`src/rtl/card_pwr_pkg.sv`:
```
package card_pwr_pkg;

    typedef enum logic [3:0] {
        ST_IDLE,
        ST_RAMP,
        ST_UP_VCC,
        ST_UP_IO,
        ST_UP_CLK,
        ST_UP_RST,
        ST_ACTIVE,
        ST_DN_RST,
        ST_DN_CLK,
        ST_DN_IO,
        ST_DN_VCC
    } seq_state_t;

    typedef struct packed {
        logic vcc;
        logic io;
        logic clk;
        logic rst;
    } contact_en_t;

endpackage

```
`src/rtl/cps_step_timer.sv`:
```
module cps_step_timer #(
    parameter int STEP_CYC = 4
) (
    input  logic clk,
    input  logic rst_n,
    input  logic clear,
    output logic done
);
    localparam int CW = (STEP_CYC < 2) ? 1 : $clog2(STEP_CYC + 1);
    localparam logic [CW-1:0] LAST = CW'(STEP_CYC - 1);

    logic [CW-1:0] cnt_q;

    always_ff @(posedge clk or negedge rst_n) begin
        if (!rst_n) begin
            cnt_q <= '0;
        end else if (clear) begin
            cnt_q <= '0;
        end else if (cnt_q != LAST) begin
            cnt_q <= cnt_q + 1'b1;
        end
    end

    assign done = (cnt_q == LAST);

    // step counter stays inside the step window
    a_r4_cnt_bound: assert property (@(posedge clk) disable iff (!rst_n)
        cnt_q <= LAST);

endmodule

```
`src/rtl/cps_cmd_decode.sv`:
```
module cps_cmd_decode (
    input  logic clk,
    input  logic rst_n,
    input  logic host_cs,
    input  logic pwr_cmd,
    input  logic vcc_good,
    input  logic volt_sel,
    input  logic extract_evt,
    input  logic take_vsel,
    output logic up_req,
    output logic off_req,
    output logic stop_req,
    output logic conv_vsel
);
    logic vsel_q;

    always_comb begin
        up_req   = pwr_cmd && !host_cs;
        off_req  = !pwr_cmd && !host_cs;
        stop_req = off_req || extract_evt || !vcc_good;
    end

    always_ff @(posedge clk or negedge rst_n) begin
        if (!rst_n) begin
            vsel_q <= 1'b0;
        end else if (take_vsel) begin
            vsel_q <= volt_sel;
        end
    end

    assign conv_vsel = vsel_q;

    // a deselected host can issue neither request
    a_r6_cs_gates_cmd: assert property (@(posedge clk) disable iff (!rst_n)
        host_cs |-> !(up_req || off_req));

    // captured select is stable unless a capture happened
    a_r2_vsel_hold: assert property (@(posedge clk) disable iff (!rst_n)
        !$past(take_vsel) |-> $stable(conv_vsel));

endmodule

```
`src/rtl/cps_contact_drv.sv`:
```
module cps_contact_drv
    import card_pwr_pkg::*;
(
    input  logic        clk,
    input  logic        rst_n,
    input  contact_en_t en,
    input  logic        live,
    input  logic        host_cs,
    input  logic        host_io,
    input  logic        host_clk,
    input  logic        host_rst,
    output logic        io_oe,
    output logic        card_io,
    output logic        card_clk,
    output logic        card_rst
);
    always_comb begin
        io_oe    = en.io && !host_cs;
        card_io  = live && en.io  && host_io;
        card_clk = live && en.clk && host_clk;
        card_rst = live && en.rst && host_rst;
    end

    // deselected host means high impedance on card I/O
    a_r6_hiz: assert property (@(posedge clk) disable iff (!rst_n)
        host_cs |-> !io_oe);

    // no level reaches the card without its supply
    a_r3_no_glitch: assert property (@(posedge clk) disable iff (!rst_n)
        !en.vcc |-> !(card_io || card_clk || card_rst || io_oe));

endmodule

```
`src/rtl/card_pwr_seq.sv`:
```
module card_pwr_seq
    import card_pwr_pkg::*;
#(
    parameter int STEP_CYC = 4
) (
    input  logic clk,
    input  logic rst_n,
    input  logic host_cs,
    input  logic pwr_cmd,
    input  logic vcc_good,
    input  logic volt_sel,
    input  logic extract_evt,
    input  logic host_io,
    input  logic host_clk,
    input  logic host_rst,
    output logic conv_en,
    output logic conv_vsel,
    output logic vcc_en,
    output logic io_en,
    output logic clk_en,
    output logic rst_en,
    output logic io_oe,
    output logic card_io,
    output logic card_clk,
    output logic card_rst,
    output logic busy
);
    seq_state_t  state_q, state_d;
    contact_en_t en;
    logic        up_req, off_req, stop_req;
    logic        step_done;
    logic        live;
    logic        take_vsel;

    cps_cmd_decode u_cmd (
        .clk         (clk),
        .rst_n       (rst_n),
        .host_cs     (host_cs),
        .pwr_cmd     (pwr_cmd),
        .vcc_good    (vcc_good),
        .volt_sel    (volt_sel),
        .extract_evt (extract_evt),
        .take_vsel   (take_vsel),
        .up_req      (up_req),
        .off_req     (off_req),
        .stop_req    (stop_req),
        .conv_vsel   (conv_vsel)
    );

    cps_step_timer #(.STEP_CYC(STEP_CYC)) u_timer (
        .clk   (clk),
        .rst_n (rst_n),
        .clear (state_q != state_d),
        .done  (step_done)
    );

    // state register
    always_ff @(posedge clk or negedge rst_n) begin
        if (!rst_n) state_q <= ST_IDLE;
        else        state_q <= state_d;
    end

    // next-state logic
    always_comb begin
        state_d = state_q;
        unique case (state_q)
            ST_IDLE:   if (up_req) state_d = ST_RAMP;
            ST_RAMP: begin
                if (off_req || extract_evt) state_d = ST_DN_VCC;
                else if (vcc_good)          state_d = ST_UP_VCC;
            end
            ST_UP_VCC: begin
                if (stop_req)       state_d = ST_DN_VCC;
                else if (step_done) state_d = ST_UP_IO;
            end
            ST_UP_IO: begin
                if (stop_req)       state_d = ST_DN_IO;
                else if (step_done) state_d = ST_UP_CLK;
            end
            ST_UP_CLK: begin
                if (stop_req)       state_d = ST_DN_CLK;
                else if (step_done) state_d = ST_UP_RST;
            end
            ST_UP_RST: begin
                if (stop_req)       state_d = ST_DN_RST;
                else if (step_done) state_d = ST_ACTIVE;
            end
            ST_ACTIVE: if (stop_req)  state_d = ST_DN_RST;
            ST_DN_RST: if (step_done) state_d = ST_DN_CLK;
            ST_DN_CLK: if (step_done) state_d = ST_DN_IO;
            ST_DN_IO:  if (step_done) state_d = ST_DN_VCC;
            ST_DN_VCC: if (step_done) state_d = ST_IDLE;
            default:                  state_d = ST_IDLE;
        endcase
    end

    // output decode
    always_comb begin
        en        = '0;
        conv_en   = 1'b0;
        busy      = 1'b1;
        live      = 1'b0;
        take_vsel = 1'b0;
        unique case (state_q)
            ST_IDLE: begin
                busy      = 1'b0;
                take_vsel = up_req;
            end
            ST_RAMP:   conv_en = 1'b1;
            ST_UP_VCC: begin conv_en = 1'b1; en = 4'b1000; end
            ST_UP_IO:  begin conv_en = 1'b1; en = 4'b1100; end
            ST_UP_CLK: begin conv_en = 1'b1; en = 4'b1110; end
            ST_UP_RST: begin conv_en = 1'b1; en = 4'b1111; end
            ST_ACTIVE: begin
                conv_en = 1'b1;
                en      = 4'b1111;
                busy    = 1'b0;
                live    = 1'b1;
            end
            ST_DN_RST: begin conv_en = 1'b1; en = 4'b1110; end
            ST_DN_CLK: begin conv_en = 1'b1; en = 4'b1100; end
            ST_DN_IO:  begin conv_en = 1'b1; en = 4'b1000; end
            ST_DN_VCC: ;
            default:   busy = 1'b0;
        endcase
    end

    assign vcc_en = en.vcc;
    assign io_en  = en.io;
    assign clk_en = en.clk;
    assign rst_en = en.rst;

    cps_contact_drv u_drv (
        .clk      (clk),
        .rst_n    (rst_n),
        .en       (en),
        .live     (live),
        .host_cs  (host_cs),
        .host_io  (host_io),
        .host_clk (host_clk),
        .host_rst (host_rst),
        .io_oe    (io_oe),
        .card_io  (card_io),
        .card_clk (card_clk),
        .card_rst (card_rst)
    );

    // standby keeps the converter off
    a_r1_standby_off: assert property (@(posedge clk) disable iff (!rst_n)
        (state_q == ST_IDLE) |-> !(conv_en || vcc_en));

    // contacts only with the converter running
    a_r3_vcc_needs_conv: assert property (@(posedge clk) disable iff (!rst_n)
        vcc_en |-> conv_en);

    // activation order
    a_r4_io_after_vcc: assert property (@(posedge clk) disable iff (!rst_n)
        $rose(io_en) |-> $past(vcc_en));
    a_r4_clk_after_io: assert property (@(posedge clk) disable iff (!rst_n)
        $rose(clk_en) |-> $past(io_en));
    a_r4_rst_after_clk: assert property (@(posedge clk) disable iff (!rst_n)
        $rose(rst_en) |-> $past(clk_en));

    // deactivation order
    a_r7_clk_off_after_rst: assert property (@(posedge clk) disable iff (!rst_n)
        $fell(clk_en) |-> !$past(rst_en));
    a_r7_io_off_after_clk: assert property (@(posedge clk) disable iff (!rst_n)
        $fell(io_en) |-> !$past(clk_en));
    a_r7_vcc_off_after_io: assert property (@(posedge clk) disable iff (!rst_n)
        $fell(vcc_en) |-> !$past(io_en));

    // supply held while the card is live and nothing asks to stop
    a_r6_hold_supply: assert property (@(posedge clk) disable iff (!rst_n)
        (state_q == ST_ACTIVE && pwr_cmd && vcc_good && !extract_evt) |=> vcc_en);

    // converter only starts out of standby
    a_r11_start_from_idle: assert property (@(posedge clk) disable iff (!rst_n)
        $rose(conv_en) |-> !$past(busy));

    // card reset only with its contact on and the sequence finished
    a_r12_no_self_reset: assert property (@(posedge clk) disable iff (!rst_n)
        card_rst |-> (rst_en && !busy));

endmodule

```
`config.mk`:
```
export PLATFORM = sky130hd
export DESIGN_NAME = card_pwr_seq
export DESIGN_NICKNAME = d
export VERILOG_FILES = /design/src/rtl/card_pwr_pkg.sv /design/src/rtl/cps_step_timer.sv /design/src/rtl/cps_cmd_decode.sv /design/src/rtl/cps_contact_drv.sv /design/src/rtl/card_pwr_seq.sv
export SDC_FILE = /design/constraint.sdc
export NUM_CORES = 1
export LEC_CHECK = 0
export ABC_AREA = 1
export BUFFER_PORTS_ARGS = -buffer_cell sky130_fd_sc_hd__buf_2
export CAP_MARGIN = 20
export CORE_ASPECT_RATIO = 1.25
export CORE_UTILIZATION = 35
export DETAILED_ROUTE_END_ITERATION = 8
export GPL_TIMING_DRIVEN = 0
export PLACE_DENSITY = 0.61
export SETUP_SLACK_MARGIN = 0.5
export SYNTH_ARGS = -nofsm -noshare
export SYNTH_HDL_FRONTEND = slang
export SYNTH_SLANG_ARGS = --single-unit
```
`constraint.sdc`:
```
create_clock -name clk -period 3.42 [get_ports clk]
set_input_delay 0.342 -clock clk [delete_from_list [all_inputs] [get_ports clk]]
set_output_delay 0.342 -clock clk [all_outputs]
set_load 0.01 [all_outputs]
```
After elaboration in Yosys (flattened, before gate mapping)
Index checks and enable logic that the tools add are counted.
W data, S select, Z words.
{"block": "totals", "register_bits": 8, "latchBits": 0, "ram_bits": 0, "rom_bits": 0, "in_bits": 10, "out_inout_bits": 11, "mem_count": 0}
{"block": "op_classes", "addsub": 1, "mul": 0, "div_mod_pow": 0, "n_lt_le_gt_ge": 0, "eq_ne": 13, "n_shift": 0, "mux": 24, "bitwise_logic": 0, "reduce_logical": 22}
{"operator": "$mux W4", "n": 16}
{"operator": "$pmux W4 S11", "n": 1}
{"operator": "$reduce_or A9 Y1", "n": 2}
{"operator": "$eq A4 B3 Y1 const B", "n": 4}
{"operator": "$pmux W4 S4", "n": 1}
{"operator": "$eq A4 B4 Y1 const B", "n": 3}
{"operator": "$logic_and A1 B1 Y1", "n": 9}
{"operator": "$eq A4 B2 Y1 const B", "n": 2}
{"operator": "$reduce_or A2 Y1", "n": 4}
{"operator": "$mux W3", "n": 2}
{"operator": "$eq A4 B1 Y1 const B", "n": 1}
{"operator": "$logic_not A4 Y1", "n": 1}
{"operator": "$mux W1", "n": 4}
{"operator": "$ne A4 B4 Y1", "n": 1}
{"operator": "$add A3 B1 Y3 const B", "n": 1}
{"operator": "$eq A3 B2 Y1 const B", "n": 1}
{"operator": "$logic_not A1 Y1", "n": 3}
{"operator": "$ne A3 B2 Y1 const B", "n": 1}
{"operator": "$logic_or A1 B1 Y1", "n": 2}
{"operator": "$reduce_bool A2 Y1", "n": 1}

Depth between registers and ports, before layout
Gate-level depths: netlist (run 1).
{"block": "logic_depth", "depth_word": 8, "mapped_depth": 14, "ltp_nobuf": 13}

Cells and area by module
From an unflattened synthesis (run 1), not the netlist that was laid out.
{"block": "unflattened", "hier_cells": 165, "area_unflattened_um2": 955.9}
{"module": "card_pwr_seq", "instances": 1, "cells_per_inst": 123, "area_each_um2": 680.7, "seq_area_each_um2": 100.1}
{"module": "cps_step_timer", "instances": 1, "cells_per_inst": 19, "area_each_um2": 160.2, "seq_area_each_um2": 75.1}
{"module": "cps_cmd_decode", "instances": 1, "cells_per_inst": 13, "area_each_um2": 77.6, "seq_area_each_um2": 25.0}
{"module": "cps_contact_drv", "instances": 1, "cells_per_inst": 10, "area_each_um2": 37.5, "seq_area_each_um2": 0.0}

Least setup slack after synthesis (run 1)
OpenSTA, ideal clock, no wires.
{"block": "synth_timing", "path_kind": "register to register", "from": "reg u_timer.cnt_q[0]", "to": "reg u_timer.cnt_q[0]", "arrival_ps": 1704, "t_required_ps": 3349, "slack_ps": 1644, "path_stages_with_launch": 15, "synth_period_minus_slack_ps": 1776, "cell_sequence": "dfrtp_1 ha_1 ha_1 clkbuf_1 nor2_1 nand3_1 nand2_1 inv_1 nor2_1 nand2_1 nand2_1 nand2_1 nor2_1 nand2_1 nor2_1"}
{"block": "synth_via", "elab_chain_cells": 6}
{"element": "start: declaration", "line": "cps_step_timer.sv:12", "rtl": "logic [CW-1:0] cnt_q;"}
{"element": "start signal: assignment", "line": "cps_step_timer.sv:20", "rtl": "cnt_q <= cnt_q + 1'b1;"}
{"element": "$eq A3 B2 Y1 *", "line": "cps_step_timer.sv:24", "rtl": "assign done = (cnt_q == LAST);"}
{"element": "$mux W4 (on tied branches) (2 in a row)"}
{"element": "$pmux W4 S11 *", "line": "card_pwr_seq.sv:66", "rtl": "unique case (state_q)"}
{"element": "net state_d[1]", "line": "card_pwr_seq.sv:28", "rtl": "seq_state_t state_q, state_d;"}
{"element": "$ne A4 B4 Y1 *", "line": "card_pwr_seq.sv:53", "rtl": ".clear (state_q != state_d),"}
{"element": "$mux W3 or $reduce_bool A2 Y1 (tied branches)"}
Mark *: on every way through the listed nets, which the timed path passes. The rest lies on a longest branch. The select of a mux whose other input is x is not followed.
A chain may end at the register's enable or synchronous reset.

Final worst setup path (run 1)
{"block": "layout_timing", "from": "reg state_q[3]", "to": "out conv_en"}
{"block": "layout_via", "elab_chain_cells": 3}
{"element": "start: declaration", "line": "card_pwr_seq.sv:28"}
{"element": "start signal: assignment", "line": "card_pwr_seq.sv:60", "rtl": "else state_q <= state_d;"}
{"element": "$eq A4 B4 Y1, or another cell as far along", "line": "card_pwr_seq.sv:104", "rtl": "unique case (state_q)"}
{"element": "$reduce_or A9 Y1 (no line) *"}
{"element": "$mux W1 *", "line": "card_pwr_seq.sv:104"}
{"element": "end: declaration", "line": "card_pwr_seq.sv:16", "rtl": "output logic conv_en,"}
Every way passes the cells marked *; elsewhere a longest branch is shown, timed or not.

==> results of run 1 <==
[per-stage QoR]
stage                     std cells  cell area, um2
after floorplan                 153             832
after global placement          204             971
after detailed placement        204             971
after CTS                       208            1000
after global routing            208            1000
final                           208            1000
[cell families (layout without fill, tap and decap cells)]
logic type | after synthesis | in the layout | synth area share (%)
AND/OR/NAND/NOR | 111 | 111 | 55.5
buffers and inverters | 21 | 45 | 9.47
AO/OA/AOI/OAI | 9 | 9 | 5.71
flip-flops | 8 | 8 | 24.1
adder cells (fa/ha/maj) | 2 | 2 | 3.01
XOR/XNOR | 1 | 1 | 1.05
multiplexers | 1 | 1 | 1.20
[where the power goes]
part | switching (mW) | leakage (nW) | internal [mW]
clock network | 0.0267 | 0.0138 | 0.0398
registers | 0.0405 | 0.105 | 0.127
logic | 0.299 | 0.512 | 0.157
total | 0.366 | 0.632 | 0.324
[sequential cells by signal, summed over array words and instances (netlist names)]
name and count:
state_q 4, u_timer.cnt_q 3, u_cmd.conv_vsel 1
[repair_timing]
action	in CTS	in global routing
resized for setup	0	0
hold buffers	1	0
hold endpoints to repair	8	0
[worst min-delay path: stages]
cell and delay [ns]:
buf_2 0.07, nand2_1 0.04, nand2_1 0.06
[synthesized netlist by cell type]
master / n / area [um2]
nor3_1: 1 / 5.00
o21ai_0: 7 / 35.0
nand4_1: 1 / 6.26
clkbuf_1: 1 / 3.75
nor2_4: 2 / 22.5
nand2_1: 53 / 199
o31ai_1: 1 / 7.51
dfrtp_1: 8 / 200
o21ai_1: 1 / 5.00
mux2i_1: 1 / 10.0
nor2_2: 1 / 6.26
nand3_1: 19 / 95.1
xor2_1: 1 / 8.76
nor2_1: 34 / 128
ha_1: 2 / 25.0
inv_1: 18 / 67.6
inv_2: 2 / 7.51
[per-layer routing]
metal  up-vias  global-route usage (%)  part of all wire [%]
met5         -                       0                     0
met4         0                    10.8                   1.9
met2        39                    31.8                    52
met1       435                    21.2                    42
met3         4                    2.89                   4.3
li1        531                       -                     -
[cell type report]
cell class | count | area share [%]
well taps | 31 | 3.87
flip-flops and latches | 8 | 20.0
clock buffers | 3 | 2.24
repair buffers | 21 | 11.0
inverters | 20 | 7.48
multi-input cells | 124 | 55.1
plain buffers | 1 | 0.374
[path summary, 6_finish.rpt]
path | startpoint | endpoint | slack [ns] | depth (start not counted)
max in group asynchronous | rst_n | u_cmd.conv_vsel$_DFFE_PN0P_ | 2.80 | 2
hold / removal | volt_sel | u_cmd.conv_vsel$_DFFE_PN0P_ | 0.31 | 3
setup / recovery | state_q[3]$_DFF_PN0_ | conv_en | 1.35 | 8
setup reg to reg | u_timer.cnt_q[0]$_DFFE_PN0P_ | u_timer.cnt_q[1]$_DFFE_PN0P_ | 1.37 | 12
hold reg to reg | u_cmd.conv_vsel$_DFFE_PN0P_ | u_cmd.conv_vsel$_DFFE_PN0P_ | 0.47 | 2
min in group asynchronous | rst_n | u_timer.cnt_q[0]$_DFFE_PN0P_ | 0.46 | 2
==> results_dict.tcl, run 1 <==
set metrics [dict create \
    clk_pin_slew_worst_paths_ns 0.05 \
    min_period_ns 2.07 \
    htree_levels 1 \
    whs_ns 0.310 \
    post_drt_via_cell_ratio 4.85 \
    p_total_mw 0.691 \
    crit_family "simple AND/OR/NAND/NOR gates" \
    wl_per_cell_um 10.6 \
    layout_common_cells "nand2_1, nor2_1, buf_2, nand3_1, inv_1" \
    area.growth.synth_to_final_pct 20.6 \
    io_buffers 20 \
    tightestPinTransition_ns 0.534 \
    grt_antenna_before_repair 0 \
    core_mm2 0.00221 \
    drive_gt1_share_pct 15.8 \
    cts-root-buf "clkbuf_4" \
    finalCritPeriodShare_pct 60.4 \
    register_area_um2 200 \
    synth_nets 165 \
    dr.pass1.iters 4 \
    finalWorstSetupSlack_ns 1.35 \
    fin_setup_tns_ns 0 \
    slew_violations 0 \
    max_freq_mhz 484 \
    fp.dieH_um 56.5 \
    multi_input_area_um2 553 \
    grt_max_degree 10 \
    layout_commonest_cell "nand2_1" \
    grt_pass1_wl_mm 3.64 \
    rsz0062_at_grt "false" \
    ys_types 17 \
    routed_wl_mm 2.21 \
    die_w_um 45.6 \
    diodes 0 \
    cts_buffer_depth 2 \
    grt_util_all_layers_pct 18.8 \
    final_hold_viol_count 0 \
    rows 19 \
    insertion_delay_ns 0.24 \
    critPathCaptureType "primary output" \
    post_cts.repair.setup_buffers 0 \
    utilization_pct 45.4 \
    cp_slowest_cell "dfrtp_1" \
    fillers 257 \
    critPathLaunchType "register" \
    grt_overflow 0 \
    via_count 1009 \
    route.antenna.remaining_nets 0 \
    p_leak_nw 0.632 \
    syn_inst 153 \
    io_pins 21 \
    critPathRequiredTime_ns 3.08 \
    path_class "register to primary output" \
    ir_worst_vdd_mv 0.353 \
    pre_cts_slack_ns 1.36 \
    power_density_mw_per_mm2 688 \
    hold_path_class "input port to register" \
    crit_path_max_fanout 6 \
    drv_cap 0 \
    status "finished, final reports clean" \
    drc 0 \
    crit_buf_inv 3 \
    dp_hpwl_mm 1.87 \
    syn_area_per_cell_um2 5.44 \
    fin_skew_ns 0.00145 \
    cts_buffers 3 \
    critPathMaxStageDelay_ns 0.46 \
    yosysSeqAreaShare_pct 24.1 \
    cts_sinks 8 \
    cp_data_arrival_time_ns 1.72 \
    place.gp.congestion 0.931 \
    synth_seq_cells 8 \
    crit_chain "nor2_1 -> nand2_1 -> nand3_1 -> inv_1 -> nand3_1 -> nor2_1 -> inv_1 -> buf_2" \
    grt_pass1_vias 945 \
    dieArea_mm2 0.00258 \
    cts_tree "yes" \
    setup_viol 0 \
    syn_area_um2 832 \
    drt_iter0_markers 42 \
    floorplan.initialDensity_pct 37.6 \
    nets 191 \
    yosys_warnings 0 \
    slew-limit-headroom_pct 64.1 \
]
(Power assumes the default switching activity.)
==> run 2, diff against run 1 <==
PLACE_DENSITY = 0.63   (was 0.61)
clock period = 1.9 ns   (was 3.42 ns; I/O delays follow)
==> run 2 against run 1 <==
  * Power grew to 2.8 times the previous value
  * Via count rose by 22%
  * Critical path depth is 6 higher
  * Clock skew about the same
  * Sequential share of layout area fell by 6.2 points
  * Global-route usage is 4.4 points higher
  * Sequential power increased by 100%
  * Final cell count is 14% higher
  * Wire length up 41%
  * Non-clock buffer count increased by 30
  * Die area stayed put
  * Core utilization rose by 22 points
  * Critical endpoint is now u_timer.cnt_q[0]$_DFFE_PN0P_
==> results_dict.tcl, run 2 (same netlist as run 1, synthesis figures left out) <==
set metrics [dict create \
    status "finished, final reports clean" \
    cp_data_arrival_time_ns 1.99 \
    drive_gt1_share_pct 46.4 \
    fin_setup_tns_ns 0 \
    drt_iter0_markers 31 \
    path_class "register to register" \
    cts_buffers 3 \
    cts_tree "yes" \
    dp_hpwl_mm 1.94 \
    io_pins 21 \
    tightestPinTransition_ns 0.580 \
    max_freq_mhz 551 \
    slew-limit-headroom_pct 61.0 \
    wl_per_cell_um 13.1 \
    critPathLaunchType "register" \
    critPathLaunch "u_timer.cnt_q[1]$_DFFE_PN0P_" \
    utilization_pct 67.6 \
    hold_path_end "u_cmd.conv_vsel$_DFFE_PN0P_" \
    dieArea_mm2 0.00258 \
    grt_overflow 0 \
    timing.rr.start "u_timer.cnt_q[1]$_DFFE_PN0P_" \
    final_hold_viol_count 0 \
    crit_path_max_fanout 6 \
    drv_cap 0 \
    rows 19 \
    fin_skew_ns 0.00138 \
    diodes 0 \
    dr.pass1.iters 4 \
    grt_max_degree 9 \
    route.antenna.remaining_nets 0 \
    drc 0 \
    cts_sinks 8 \
    place.gp.congestion 0.913 \
    grt_pass1_vias 1119 \
    critPathRequiredTime_ns 2.08 \
    finalNonFillerCells 238 \
    grt_util_all_layers_pct 23.2 \
    cts_buffer_depth 2 \
    insertion_delay_ns 0.25 \
    power_density_mw_per_mm2 1300 \
    finalCritPeriodShare_pct 95.5 \
    dpl_cell_area_um2 998 \
    floorplan.initialDensity_pct 37.6 \
    dp_cells 204 \
    core_mm2 0.00221 \
    worstHoldPathCells 3 \
    regMostFlops "state_q" \
    final_area_mm2 0.00149 \
    nets 221 \
    min_period_ns 1.81 \
    ir_worst_vdd_mv 0.725 \
    rsz0062_at_grt "true" \
    post_drt_via_cell_ratio 5.17 \
    p_leak_nw 0.837 \
    die_w_um 45.6 \
    whs_ns 0.154 \
    grt_antenna_before_repair 0 \
    rr_endpoint "u_timer.cnt_q[0]$_DFFE_PN0P_" \
    fillers 193 \
    via_count 1231 \
    fp.dieH_um 56.5 \
    setup_viol 0 \
    cts-root-buf "clkbuf_4" \
    htree_levels 1 \
    holdCritStartpoint "volt_sel" \
    layout_commonest_cell "nand2_1" \
    io_buffers 20 \
    largest_reg_flops 4 \
    area.growth.synth_to_final_pct 79.5 \
    reg2reg_setup_slack_ns 0.09 \
    routed_wl_mm 3.11 \
    slew_violations 0 \
    grt_pass1_wl_mm 4.37 \
    critPathCaptureType "register" \
    layout_common_cells "nand2_1, nor2_1, buf_4, nand3_1, buf_2" \
    hold_path_class "input port to register" \
    r2r_cells 14 \
    clk_pin_slew_worst_paths_ns 0.05 \
]
run 2: cell types whose count changed in the layout (fill, tap and decap cells not counted), moves of 5 or more:
| cell | delta |
|---|---|
| buf_4 | +24 |
| buf_6 | +11 |
| nor2_1 | -10 |
| nand2_1 | -9 |
| nand2_2 | +7 |
| nor2_4 | +7 |
| buf_2 | -6 |
| inv_1 | -5 |
| nand3_1 | -5 |
run 2: power by group:
part	internal [mW]	switching, mW
registers	0.234	0.100
clock network	0.0718	0.0511
logic	0.697	0.787
total	1.00	0.939
run 2: area by class of cell:
class	count	area, um2	share of cell area [%]
sequential	8	205	13.7
buffer	1	15.0	1.01
tap	31	38.8	2.60
timing repair buffer	51	404	27.1
multi-input combinational	124	711	47.6
inverter	20	97.6	6.53
clock buffer	3	22.5	1.51
run 2: layer usage:
metal	wire [um]	global-route usage [%]	vias up	share of wire, %
met4	166	19.5	0	5.3
met1	1160	22.7	570	37
met5	0	0	-	0
met2	1660	40.2	53	53
met3	121	3.22	14	3.9
li1	-	-	594	-
run 2: how the worst max path moves through the flow:
stage / to / slack (ns) / cells after the start
6_report: u_timer.cnt_q[0]$_DFFE_PN0P_ / 0.09 / 14
5_1_grt: u_timer.cnt_q[0]$_DFFE_PN0P_ / -0.07 / 14
4_1_cts: u_timer.cnt_q[0]$_DFFE_PN0P_ / 0.09 / 14
3_5_place_dp: u_timer.cnt_q[0]$_DFFE_PN0P_ / -0.006 / 12
3_3_place_gp: u_timer.cnt_q[0]$_DFFE_PN0P_ / 0.03 / 12
2_1_floorplan: u_timer.cnt_q[0]$_DFFE_PN0P_ / 0.23 / 14
run 2: repair_timing:
action                                  CTS  global route
pin swaps                                11            20
setup buffers                            15            15
hold buffers                              1             0
endpoints found under the hold margin     8             0
endpoints found under the setup margin   16            18
gates resized for setup                  21            45
run 2: worst max-delay path: stages (launching register included):
cell and delay, ns:
dfrtp_1 0.38, ha_2 0.20, ha_4 0.16, buf_8 0.13
nor2_4 0.08, nand3_2 0.08, nand2_1 0.08, inv_1 0.05
nor2_2 0.11, nand2_1 0.08, nand2_1 0.07, nand2_1 0.04
nor2_1 0.07, nand2_1 0.09, nor2_1 0.11
run 2: metrics by stage:
stage,power [mW],worst slack (ns)
after detailed placement,1.16,-0.00580
after global routing,2.08,-0.0660
after floorplan,0.899,0.234
after CTS,1.52,0.0905
after global placement,1.14,0.0269
final,1.94,0.0851
==> run 3, diff against run 2 <==
PLACE_DENSITY = 0.62   (was 0.63)
SYNTH_HIERARCHICAL = 1   (was not set)
==> run 3 against run 2 <==
  * Wire length fell by 11%
  * Area after synthesis up 15%
  * Final cell count decreased by 1.3%
  * Final area is 6.6% lower
  * Core utilization fell by 12 points
  * Clock skew rose by 0.0026 ns
  * Combinational power decreased by 16%
  * Power fell by 14%
  * Sequential power fell by 11%
  * Sequential cell count is the same
  * Critical endpoint is now u_timer/cnt_q[0]$_DFFE_PN0P_
  * Largest power group unchanged
==> results_dict.tcl, run 3 <==
set metrics [dict create \
    status "finished, final reports clean" \
    p_comb_share_pct 74.6 \
    routed_wl_mm 2.78 \
    post_drt_via_cell_ratio 4.75 \
    tightestPinTransition_ns 0.290 \
    min_period_ns 1.77 \
    critPathLaunchType "register" \
    rows 20 \
    area.growth.synth_to_final_pct 45.9 \
    dp_cells 218 \
    clockPowerShare_pct 7.7 \
    crit_path_max_fanout 8 \
    critPathLaunch "u_timer/cnt_q[1]$_DFFE_PN0P_" \
    intPower_mw 0.798 \
    drt_iter0_markers 29 \
    grtUsageMet2_pct 39.1 \
    reg2reg_setup_slack_ns 0.13 \
    layout_common_cells "nand2_1, buf_2, nand2_2, nor2_1, inv_1" \
    max_freq_mhz 565 \
    route.antenna.remaining_nets 0 \
    yosysTopAreaCellShare_pct 20.9 \
    core_mm2 0.00250 \
    setup_viol 0 \
    wl_per_cell_um 11.8 \
    grt_pass1_vias 1078 \
    whs_ns 0.145 \
    ys_types 19 \
    layout_commonest_cell "nand2_1" \
    top_usage_layer "met2" \
    via_count 1116 \
    rsz0062_at_grt "true" \
    cts_buffer_depth 2 \
    cts_sinks 8 \
    worstHoldPathCells 3 \
    syn_inst 165 \
    io_pins 21 \
    p_seq_share_pct 17.8 \
    slew-limit-headroom_pct 80.5 \
    syn_area_um2 956 \
    synthTopCellsByCount "nand2_1, nor2_1, inv_1, nand3_1, nand2_2" \
    drv_cap 0 \
    grtUsageMet1_pct 20.8 \
    final_hold_viol_count 0 \
    critPathCaptureType "register" \
    grt_overflow 0 \
    switching_share_pct 52.3 \
    synth_most_common_cell "nand2_1" \
    path_class "register to register" \
    hold_path_class "input port to register" \
    dr.pass1.iters 4 \
    yosys_warnings 6 \
    clk_pin_slew_worst_paths_ns 0.05 \
    slew_violations 0 \
    use_met3_pct 1.00 \
    diodes 0 \
    p_total_mw 1.67 \
    grt_pass1_wl_mm 4.50 \
    fin_skew_ns 0.00396 \
    critPathRequiredTime_ns 2.09 \
    ir_worst_vdd_mv 0.716 \
    io_buffers 20 \
    cts_buffers 3 \
    synthFlopType "dfrtp_1" \
    power_density_mw_per_mm2 1200 \
    power_switching_mw 0.875 \
    drive_gt1_share_pct 52.5 \
    regMostFlops "state_q" \
    holdCritStartpoint "volt_sel" \
    largest_reg_flops 4 \
    syn_area_per_cell_um2 5.79 \
    floorplan.initialDensity_pct 38.2 \
    die_w_um 48.7 \
    grt_util_all_layers_pct 20.1 \
    finalCritPeriodShare_pct 93.1 \
    nets 216 \
    yosysTopAreaCell "dfrtp_1" \
    grt_max_degree 9 \
    timing.rr.start "u_timer/cnt_q[1]$_DFFE_PN0P_" \
    fillers 264 \
    r2r_cells 12 \
    cts-root-buf "clkbuf_4" \
    synth_nets 177 \
    cp_data_arrival_time_ns 1.96 \
    dp_hpwl_mm 1.96 \
    synth-edff-count 0 \
    synth_seq_cells 8 \
    grt_antenna_before_repair 0 \
    finalNonFillerCells 235 \
    fin_setup_tns_ns 0 \
    insertion_delay_ns 0.25 \
    p_leak_nw 0.747 \
    htree_levels 1 \
    yosys-top-cells-area "dfrtp_1, nand2_1, nor2_1, inv_1, nand3_1" \
    fp.dieH_um 60.4 \
    drc 0 \
    dieArea_mm2 0.00295 \
    cts_tree "yes" \
    yosysSeqAreaShare_pct 20.9 \
    place.gp.congestion 0.894 \
    utilization_pct 55.8 \
    async_flop_share_pct 100 \
]
run 3: cell count changes after synthesis, moves of 4 or more:
cell,previous run,this run
nor2_2,1,8
nand2_2,0,11
inv_2,2,7
o21ai_0,7,2
a21oi_1,0,4
nand3_1,19,14
nor2_1,34,23
run 3: routing by layer:
layer / vias to the layer above / share of wire [%] / routed length (um)
li1: 583 / - / -
met1: 497 / 38 / 1060
met2: 30 / 56 / 1570
met3: 6 / 3.2 / 89
met4: 0 / 2.1 / 59
met5: - / 0 / 0
run 3: cell type report:
cell class,instances,area (um2),area share (%)
clock buffers,3,22.5,1.61
plain buffers,1,11.3,0.807
flip-flops and latches,8,204,14.6
repair buffers,34,220,15.8
well taps,33,41.3,2.96
multi-input cells,128,773,55.4
inverters,28,123,8.79
run 3: kinds of logic (layout without fill, tap and decap cells):
logic type / Yosys count / in the layout / share of synthesized area [%]
AO/OA/AOI/OAI: 8 / 8 / 4.97
adder cells (fa/ha/maj): 2 / 2 / 2.62
buffers and inverters: 29 / 66 / 12.2
flip-flops: 8 / 8 / 20.9
AND/OR/NAND/NOR: 118 / 118 / 59.3
run 3: metrics by stage:
stage | setup slack, ns | instance area, um2
after floorplan | 0.297 | 973
after global placement | 0.111 | 1110
after detailed placement | 0.0993 | 1110
after CTS | 0.162 | 1280
after global routing | -0.0405 | 1400
final | 0.131 | 1400
run 3: worst paths after layout:
| kind | endpoint |
|---|---|
| setup / recovery | u_timer/cnt_q[0]$_DFFE_PN0P_ |
| hold / removal | u_cmd/conv_vsel$_DFFE_PN0P_ |
| setup reg to reg | u_timer/cnt_q[0]$_DFFE_PN0P_ |
| hold reg to reg | u_cmd/conv_vsel$_DFFE_PN0P_ |
| max in group asynchronous | state_q[2]$_DFF_PN0_ |
| min in group asynchronous | u_timer/cnt_q[0]$_DFFE_PN0P_ |
run 3: repair_timing:
item                                    4_1_cts  5_1_grt
endpoints found under the setup margin       13       13
hold endpoints to repair                      8        0
setup buffers                                10        3
cloned                                        0        0
hold buffers                                  1        0
gates resized for setup                      24       20
pin swaps                                     3        9
run 3: power by group through the flow:
stage	Sequential, mW	Clock (mW)	Combinational [mW]
3_3_place_gp	0.286	0	0.872
3_5_place_dp	0.286	0	0.888
5_1_grt	0.303	0.142	1.38
4_1_cts	0.293	0.132	1.03
2_1_floorplan	0.279	0	0.659
6_report	0.297	0.129	1.25
run 3: critical path, stage by stage (launching register included):
cell and delay (ns):
dfrtp_1 0.38, ha_2 0.20, ha_4 0.20, buf_4 0.14, nand2_1 0.05, nand2_1 0.05
nor2_2 0.14, nand4_1 0.10, nand2_1 0.10, nand3_2 0.10, inv_4 0.11, nand3_2 0.07
nand2_1 0.07
